File: config.mk
export PLATFORM = sky130hd
export DESIGN_NAME = mbx_intercore
export DESIGN_NICKNAME = d
export VERILOG_FILES = /design/src/rtl/mbx_pkg.sv /design/src/rtl/mbx_mailbox.sv /design/src/rtl/mbx_lock.sv /design/src/rtl/mbx_aux_ctrl.sv /design/src/rtl/mbx_intercore.sv
export SDC_FILE = /design/constraint.sdc
export NUM_CORES = 1
export LEC_CHECK = 0
export CAP_MARGIN = 20
export CORE_MARGIN = 4
export CORE_UTILIZATION = 45
export CTS_CLUSTER_DIAMETER = 60
export DETAILED_ROUTE_END_ITERATION = 10
export GPL_TIMING_DRIVEN = 0
export PLACE_DENSITY_LB_ADDON = 0.3
export SYNTH_ARGS = -nofsm -noshare
export SYNTH_HDL_FRONTEND = slang
export SYNTH_SLANG_ARGS = --single-unit
File: constraint.sdc
create_clock -name clk -period 3.35 [get_ports clk]
set_clock_uncertainty 0.05 [all_clocks]
set_input_delay 0.335 -clock clk [delete_from_list [all_inputs] [get_ports clk]]
set_output_delay 0.335 -clock clk [all_outputs]
set_load 0.01 [all_outputs]
File: src/rtl/mbx_pkg.sv
package mbx_pkg;

    localparam int REG_AW  = 3;
    localparam int NUM_ACC = 2;

    localparam int CTRL_HOLD_BIT   = 0;
    localparam int CTRL_NMI_BIT    = 1;
    localparam int CTRL_RESUME_BIT = 2;
    localparam int CTRL_IRQEN_BIT  = 3;

    typedef enum logic [REG_AW-1:0] {
        REG_CTRL      = 3'd0,
        REG_LOCK      = 3'd1,
        REG_ACC_A     = 3'd2,
        REG_ACC_B     = 3'd3,
        REG_MAIN_PEND = 3'd4,
        REG_MAIN_MSG  = 3'd5,
        REG_AUX_PEND  = 3'd6,
        REG_AUX_MSG   = 3'd7
    } reg_sel_e;

    typedef enum logic {LK_FREE, LK_HELD} lock_state_e;
    typedef enum logic {NMI_IDLE, NMI_FIRE} nmi_state_e;
    typedef enum logic {MB_EMPTY, MB_PENDING} mb_state_e;

endpackage

File: src/rtl/mbx_mailbox.sv
module mbx_mailbox
    import mbx_pkg::*;
#(
    parameter int DATA_W = 32
) (
    input  logic              clk,
    input  logic              rst_n,
    input  logic              msg_wr,
    input  logic              pend_wr,
    input  logic              pend_bit,
    input  logic [DATA_W-1:0] wdata,
    output logic [DATA_W-1:0] msg_o,
    output logic              pend_o
);

    mb_state_e         state_q, state_d;
    logic [DATA_W-1:0] msg_q;

    always_comb begin
        state_d = state_q;
        unique case (state_q)
            MB_EMPTY:   if (msg_wr) state_d = MB_PENDING;
            MB_PENDING: if (pend_wr && !pend_bit) state_d = MB_EMPTY;
        endcase
    end

    always_ff @(posedge clk or negedge rst_n) begin
        if (!rst_n) begin
            state_q <= MB_EMPTY;
            msg_q   <= '0;
        end else begin
            state_q <= state_d;
            if (msg_wr) msg_q <= wdata;
        end
    end

    always_comb begin
        pend_o = (state_q == MB_PENDING);
        msg_o  = msg_q;
    end

endmodule

File: src/rtl/mbx_lock.sv
module mbx_lock
    import mbx_pkg::*;
#(
    parameter int LOCK_W = 2,
    parameter int N_ACC  = NUM_ACC
) (
    input  logic              clk,
    input  logic              rst_n,
    input  logic [N_ACC-1:0]  acc_wr,
    input  logic [N_ACC-1:0]  acc_rd,
    input  logic [LOCK_W-1:0] wval,
    input  logic              release_i,
    output logic [LOCK_W-1:0] lock_o,
    output logic              commit_ok_o
);

    lock_state_e       state_q, state_d;
    logic [LOCK_W-1:0] lock_q, lock_d;
    logic [LOCK_W-1:0] stage_q [N_ACC];
    logic [LOCK_W-1:0] sel_val;
    logic              any_rd;

    for (genvar i = 0; i < N_ACC; i++) begin : g_stage
        always_ff @(posedge clk or negedge rst_n) begin
            if (!rst_n)         stage_q[i] <= '0;
            else if (acc_wr[i]) stage_q[i] <= wval;
        end
    end

    always_comb begin
        sel_val = '0;
        any_rd  = 1'b0;
        for (int i = 0; i < N_ACC; i++) begin
            if (acc_rd[i]) begin
                sel_val = sel_val | stage_q[i];
                any_rd  = 1'b1;
            end
        end
    end

    always_comb begin
        state_d = state_q;
        lock_d  = lock_q;
        unique case (state_q)
            LK_FREE: begin
                if (any_rd && (sel_val != '0)) begin
                    state_d = LK_HELD;
                    lock_d  = sel_val;
                end
            end
            LK_HELD: begin
                if (release_i) begin
                    state_d = LK_FREE;
                    lock_d  = '0;
                end
            end
        endcase
    end

    always_ff @(posedge clk or negedge rst_n) begin
        if (!rst_n) begin
            state_q <= LK_FREE;
            lock_q  <= '0;
        end else begin
            state_q <= state_d;
            lock_q  <= lock_d;
        end
    end

    always_comb begin
        lock_o      = lock_q;
        commit_ok_o = (state_q == LK_FREE) && any_rd && (sel_val != '0);
    end

endmodule

File: src/rtl/mbx_aux_ctrl.sv
module mbx_aux_ctrl
    import mbx_pkg::*;
#(
    parameter int DATA_W = 32
) (
    input  logic              clk,
    input  logic              rst_n,
    input  logic              ctrl_wr,
    input  logic [3:0]        ctrl_wdata,
    input  logic              sleep_i,
    output logic              hold_o,
    output logic              nmi_o,
    output logic              resume_o,
    output logic              irq_en_o,
    output logic [DATA_W-1:0] ctrl_rd_o
);

    nmi_state_e state_q, state_d;
    logic       hold_q, resume_q, irq_en_q;
    logic       nmi_req;

    assign nmi_req = ctrl_wr && ctrl_wdata[CTRL_NMI_BIT];

    always_comb begin
        state_d = state_q;
        unique case (state_q)
            NMI_IDLE: if (nmi_req)  state_d = NMI_FIRE;
            NMI_FIRE: if (!nmi_req) state_d = NMI_IDLE;
        endcase
    end

    always_ff @(posedge clk or negedge rst_n) begin
        if (!rst_n) begin
            state_q  <= NMI_IDLE;
            hold_q   <= 1'b1;
            resume_q <= 1'b0;
            irq_en_q <= 1'b0;
        end else begin
            state_q <= state_d;
            if (ctrl_wr) begin
                hold_q   <= ctrl_wdata[CTRL_HOLD_BIT];
                resume_q <= ctrl_wdata[CTRL_RESUME_BIT];
                irq_en_q <= ctrl_wdata[CTRL_IRQEN_BIT];
            end
        end
    end

    always_comb begin
        hold_o    = hold_q;
        nmi_o     = (state_q == NMI_FIRE);
        resume_o  = resume_q;
        irq_en_o  = irq_en_q;
        ctrl_rd_o = '0;
        ctrl_rd_o[CTRL_HOLD_BIT]   = hold_q;
        ctrl_rd_o[CTRL_RESUME_BIT] = resume_q;
        ctrl_rd_o[CTRL_IRQEN_BIT]  = irq_en_q;
        ctrl_rd_o[DATA_W-1]        = sleep_i;
    end

endmodule

File: src/rtl/mbx_intercore.sv
module mbx_intercore
    import mbx_pkg::*;
#(
    parameter int          DATA_W      = 32,
    parameter int          LOCK_W      = 2,
    parameter logic [31:0] BOOT_VECTOR = 32'hF400_0000
) (
    input  logic              clk,
    input  logic              rst_n,
    input  logic              bus_en,
    input  logic              bus_we,
    input  logic [REG_AW-1:0] bus_addr,
    input  logic [DATA_W-1:0] bus_wdata,
    output logic [DATA_W-1:0] rd_data,
    output logic              rd_valid,
    input  logic              aux_sleep,
    output logic              aux_reset_hold,
    output logic              aux_nmi,
    output logic              aux_nmi_resume,
    output logic              irq_main,
    output logic              irq_aux
);

    localparam int                NUM_DIR  = 2;
    localparam logic [REG_AW-1:0] ACC_BASE = REG_ACC_A;

    // Restart vector used by the auxiliary core when aux_nmi_resume is 0.
    localparam logic [31:0] RESTART_ADDR = BOOT_VECTOR;

    logic              wr_en, rd_en;
    logic [NUM_ACC-1:0] acc_wr, acc_rd;
    logic [LOCK_W-1:0] lock_val;
    logic              commit_ok;
    logic              irq_en;
    logic [DATA_W-1:0] ctrl_rd;
    logic [DATA_W-1:0] msg  [NUM_DIR];
    logic              pend [NUM_DIR];
    logic [DATA_W-1:0] rd_mux;
    logic [DATA_W-1:0] rd_data_q;
    logic              rd_valid_q;

    assign wr_en = bus_en && bus_we;
    assign rd_en = bus_en && !bus_we;

    for (genvar i = 0; i < NUM_ACC; i++) begin : g_acc_dec
        assign acc_wr[i] = wr_en && (bus_addr == REG_AW'(ACC_BASE + i));
        assign acc_rd[i] = rd_en && (bus_addr == REG_AW'(ACC_BASE + i));
    end

    mbx_lock #(
        .LOCK_W (LOCK_W),
        .N_ACC  (NUM_ACC)
    ) u_lock (
        .clk         (clk),
        .rst_n       (rst_n),
        .acc_wr      (acc_wr),
        .acc_rd      (acc_rd),
        .wval        (bus_wdata[LOCK_W-1:0]),
        .release_i   (wr_en && (bus_addr == REG_LOCK)),
        .lock_o      (lock_val),
        .commit_ok_o (commit_ok)
    );

    // Direction 0 carries messages toward the main core, direction 1 toward the aux core.
    for (genvar d = 0; d < NUM_DIR; d++) begin : g_mbox
        localparam logic [REG_AW-1:0] PEND_ADDR = (d == 0) ? REG_MAIN_PEND : REG_AUX_PEND;
        localparam logic [REG_AW-1:0] MSG_ADDR  = (d == 0) ? REG_MAIN_MSG  : REG_AUX_MSG;
        mbx_mailbox #(
            .DATA_W (DATA_W)
        ) u_mbox (
            .clk      (clk),
            .rst_n    (rst_n),
            .msg_wr   (wr_en && (bus_addr == MSG_ADDR)),
            .pend_wr  (wr_en && (bus_addr == PEND_ADDR)),
            .pend_bit (bus_wdata[0]),
            .wdata    (bus_wdata),
            .msg_o    (msg[d]),
            .pend_o   (pend[d])
        );
    end

    mbx_aux_ctrl #(
        .DATA_W (DATA_W)
    ) u_ctrl (
        .clk        (clk),
        .rst_n      (rst_n),
        .ctrl_wr    (wr_en && (bus_addr == REG_CTRL)),
        .ctrl_wdata (bus_wdata[3:0]),
        .sleep_i    (aux_sleep),
        .hold_o     (aux_reset_hold),
        .nmi_o      (aux_nmi),
        .resume_o   (aux_nmi_resume),
        .irq_en_o   (irq_en),
        .ctrl_rd_o  (ctrl_rd)
    );

    always_comb begin
        rd_mux = '0;
        unique case (reg_sel_e'(bus_addr))
            REG_CTRL:             rd_mux = ctrl_rd;
            REG_LOCK:             rd_mux[LOCK_W-1:0] = lock_val;
            REG_ACC_A, REG_ACC_B: rd_mux[0] = commit_ok;
            REG_MAIN_PEND:        rd_mux[0] = pend[0];
            REG_MAIN_MSG:         rd_mux = msg[0];
            REG_AUX_PEND:         rd_mux[0] = pend[1];
            REG_AUX_MSG:          rd_mux = msg[1];
        endcase
    end

    always_ff @(posedge clk or negedge rst_n) begin
        if (!rst_n) begin
            rd_data_q  <= '0;
            rd_valid_q <= 1'b0;
        end else begin
            rd_valid_q <= rd_en;
            if (rd_en) rd_data_q <= rd_mux;
        end
    end

    assign rd_data  = rd_data_q;
    assign rd_valid = rd_valid_q;
    assign irq_main = pend[0];
    assign irq_aux  = pend[1] && irq_en;

endmodule

# Word-level counts from Yosys, hierarchy flattened
# Index checks and enable logic that the tools add are counted.
# word_totals
register_bits	110
# classes
n_eq_ne	9
n_mux	20
bitwise	4
reduce_logical	25
# op_table
operator	n
30-bit case mux with 3 select lines	1
1-bit logical AND	19
3-bit == test, second input constant	4
1-bit 2-to-1 mux	9
2-bit 2-to-1 mux	4
1-bit case mux with 7 select lines	1
3-bit by 2-bit == test with 1-bit output, second input constant	2
1-bit case mux with 2 select lines	3
2-bit by 1-bit inequality test with 1-bit output, second input constant	2
2-bit case mux with 2 select lines	1
3-bit by 1-bit == test with 1-bit output, second input constant	1
3-bit zero test	1
1-bit inverter	3
1-bit case mux with 3 select lines	1
1-bit zero test	2
2-bit OR	1
2-bit AND reduction	1
2-bit nonzero test	1
2-bit OR reduction	1

# Longest topological paths before layout
# depth
ltp_word	10
depth_mapped	6
mapped_depth_nobuf	5

# By module
# From an unflattened synthesis, not the netlist that was laid out.
# unflattened
hier_cells	451
hier_area_um2	5469.0
# by_module_without_submodules
mod	instances	cells_each	area_per_inst_um2
mbx_mailbox	2	72	1380.1
mbx_intercore	1	243	2025.7
mbx_aux_ctrl	1	41	386.6
mbx_lock	1	23	296.5

# Least setup slack after synthesis
# OpenSTA, ideal clock, no wires.
# synth_path
kind	input-to-reg
start	in bus_addr[1]
end	reg g_mbox[0].u_mbox.msg_q[11]
setup_ns	0.125
arrival_time_ns	1.231
path_slack_ns	1.944
path_stages	4
n_path_buf	1
path_cell_list	nand3b_1 -> nor2_2 -> buf_4 -> mux2_2
# synth_via
elab_chain_cells	2
# synth_lines
element	line_no	text
from (decl)	mbx_intercore.sv:12	input logic [REG_AW-1:0] bus_addr,
3-bit == test	mbx_intercore.sv:73	.msg_wr (wr_en && (bus_addr == MSG_ADDR)),
1-bit logical AND	mbx_intercore.sv:73	
to (signal assigned)	mbx_mailbox.sv:33	if (msg_wr) msg_q <= wdata;
to (decl)	mbx_mailbox.sv:17	logic [DATA_W-1:0] msg_q;
# Every way passes these cells.
# A chain may end at the register's enable or synchronous reset.

# Worst setup path in the final report
# layout_path
start	reg u_ctrl.hold_q, in the netlist u_ctrl.hold_o
end	out aux_reset_hold
# layout_lines
element	line_no	text
from (decl)	mbx_aux_ctrl.sv:19	logic hold_q, resume_q, irq_en_q;
from (signal assigned)	mbx_aux_ctrl.sv:41	hold_q <= ctrl_wdata[CTRL_HOLD_BIT];
to (decl)	mbx_intercore.sv:17	output logic aux_reset_hold,
# No word-level cell between the ends.

==> flow_metrics.py <==
metrics = {
    "drt": {
        "viasPerCell": 5.11,
        "drc": 0,
        "wl_per_cell_um": 15.8,
        "first_pass_iters": 4,
        "ant_nets": 0,
        "routed_wirelength_um": 9120,
        "first_iter_violations": 56,
        "vias": 2958,
    },
    "critical_path": {
        "worstSetupPathType": "flip-flop to output port",
        "path_buf_inv": 1,
        "cp.arrival_ps": 1440,
        "path_cells": "clkdlybuf4s50_1",
        "cp_slowest_cell": "dfstp_2",
        "required_ps": 2960,
        "critical_path.endpoint_type": "output port",
        "start_kind": "flip-flop",
        "max_stage_delay_ps": 550,
        "crit_fanout": 3,
        "path_delay_family": "flip-flops",
    },
    "cells_and_area": {
        "antenna_cells": 0,
        "fin_util": 0.584,
        "drive_gt1_frac": 0.175,
        "stdcell_count": 579,
        "fin_area_um2": 5760,
        "nNetsFinal": 481,
        "area_delta_synth_final_pct": 25.8,
    },
    "logic_synthesis": {
        "synth_top_cell_by_area": "dfrtp_1",
        "synth_warnings": 0,
        "synth_top_family_by_area": "multiplexers",
        "synth_adder_area_share": 0,
        "synth.avg_cell_area_um2": 13.0,
        "synth_seq_cells": 110,
        "synth_mux_area_frac": 0.247,
        "synth_area_leaders": "dfrtp_1 (60%), mux2_2 (9.1%), mux2_1 (8.4%)",
        "yosysTopAreaCellShare": 0.596,
        "synth_seq_area_share": 0.601,
        "synth_xor_area_frac": 0,
        "syn_nets": 391,
        "synth_cells": 351,
        "synthDistinctLibCells": 34,
        "synth-simple-area-share": 0.0656,
        "netlist_area_um2": 4580,
        "synth_compound_area_frac": 0.0598,
    },
    "sta": {
        "rsz0062_at_grt": "false",
        "slew_viol_final": 0,
        "worst_slew_pin_slew_ps": 628,
        "period_needed_ps": 1820,
        "fmax_mhz": 549,
        "finalWorstSetupSlack_ps": 1530,
        "period_share": 0.544,
        "whs_ps": 446,
        "setup_viol": 0,
        "slew_headroom": 0.581,
        "hold_viol": 0,
    },
    "placement": {
        "dp_hpwl_um": 6400,
        "pre_cts_ws_ps": 1160,
        "placed_area_um2": 5540,
        "dp.cells": 562,
        "globalplace.congestion": 0.825,
        "portBuffers": 77,
    },
    "floorplanning": {
        "die_h_um": 109,
        "io_pins": 78,
        "dieWidth_um": 109,
        "num_rows": 36,
        "core_area_um2": 9860,
        "die-area_um2": 11900,
        "initial_core_util": 0.464,
    },
    "clock_tree": {
        "cts-resized-gates": 0,
        "cts_tree": "done",
        "worstSkewPairLatency_ps": 370,
        "h-tree-depth": 3,
        "clock-sinks": 110,
        "cts_buffers": 9,
        "ctsLongestPathBuffers": 2,
        "cts_root_buf": "clkbuf_8",
        "path_clk_slew_ps": 90,
    },
    "global_route": {
        "grt_max_degree": 63,
        "antenna_found_initial": 0,
        "grt_first_pass_wirelength_um": 15200,
        "grt.total_usage": 0.166,
        "grt_overflow": 0,
        "grt_pass1_vias": 3009,
    },
    "pwr": {
        "powerDensity_nw_per_um2": 546,
        "vdd_drop_max_v": 0.000224,
        "leakage_nw": 2.55,
    },
    "worst_hold_path": {
        "hp-class": "flip-flop to flip-flop",
    },
    "flow_run": {
        "drv_cap": 0,
    },
    "outcome": {
        "status": "finished clean",
    },
}
[per-layer routing]
metal,vias up,GRT usage,routed length [um]
met5,-,0,0
met4,0,0.0649,143
met3,12,0.0296,454
met2,63,0.257,4440
met1,1481,0.232,4090
li1,1402,-,-
[cells by family (layout without fill, tap and decap cells)]
group,count (synthesis),in the layout
compound gates,50,50
simple gates,65,65
flops,110,110
mux,104,104
buf+inv,22,117
[sequential cells by signal (all words and copies together), names as in the netlist]
name and count:
u_lock.stage_q 4, u_ctrl.hold_o 1, rd_data 32, u_ctrl.nmi_o 1, rd_valid 1, g_mbox.u_mbox.pend_o 2, g_mbox.u_mbox.msg_o 64, u_ctrl.resume_o 1
u_lock.state_q 1, u_ctrl.irq_en_o 1, u_lock.lock_o 2
[power by group]
part           internal [mW]  switching [mW]  total, mW
registers               1.59           0.136       1.73
logic                  0.354           0.240      0.594
clock network          0.359           0.465      0.824
[synthesized netlist by cell type (all sizes together)]
cell type  number
nor3            3
nand3b          1
and2            1
clkbuf          3
mux2           71
buf            15
a21oi           5
o21ai          39
dfrtp         109
o22ai           2
nor2           10
inv             4
mux2i          33
dfstp           1
or3             1
o21a            1
nand2b          3
and3b           1
nand2          35
o2bb2ai         1
o31ai           1
nor3b           1
a2bb2oi         1
nand3           6
nor2b           2
and3            1
[what timing repair did]
action / 4_1_cts / 5_1_grt
hold buffers: 1 / 0
setup endpoints to repair: 0 / 0
endpoints found under the hold margin: 48 / 0
buffers inserted: 0 / 0
[metrics by stage]
step	total power, mW	TNS (ps)
floorplan	2.07	0
global placement	2.33	-242510
detailed placement	2.36	0
CTS	3.18	0
global route	3.34	0
finish	3.15	0
[layout make-up]
type	count	area, um2
inverters	4	15.0
fillers	807	4100
clock buffers	10	128
flip-flops and latches	110	2750
clock inverters	6	81.3
well taps	133	166
repair buffers	79	806
multi-input cells	219	1700
plain buffers	18	106
[cells in the final DEF, fill, tap and decap left out, types with 2 or more instances in the layout]
cell             count
dfrtp_1            109
clkbuf_8             9
inv_1                2
nand3_1              5
nor3_1               3
clkbuf_1             4
nor2_1               8
o21ai_0             17
clkdlybuf4s50_1     76
nor2_2               2
o22ai_1              2
inv_2                2
nand2_1             34
o21ai_1             21
mux2_1              34
nor2b_1              2
mux2_2              37
nand2b_1             3
clkinv_4             3
a21oi_1              5
buf_2                7
mux2i_1             33
buf_4                9
[worst paths after layout]
kind	slack (ps)	depth (start not counted)	from	endpoint
min in group asynchronous	480	2	rst_n	u_lock.lock_o[1]
setup reg to reg	2060	4	u_lock.stage_q[2]	rd_data[0]
max in group asynchronous	2030	3	rst_n	u_ctrl.hold_o
hold reg to reg	450	2	rd_data[31]	rd_data[31]
setup / recovery	1530	1	u_ctrl.hold_o	aux_reset_hold
hold / removal	450	2	rd_data[31]	rd_data[31]
No activity file was read; power rests on OpenSTA's default activity.
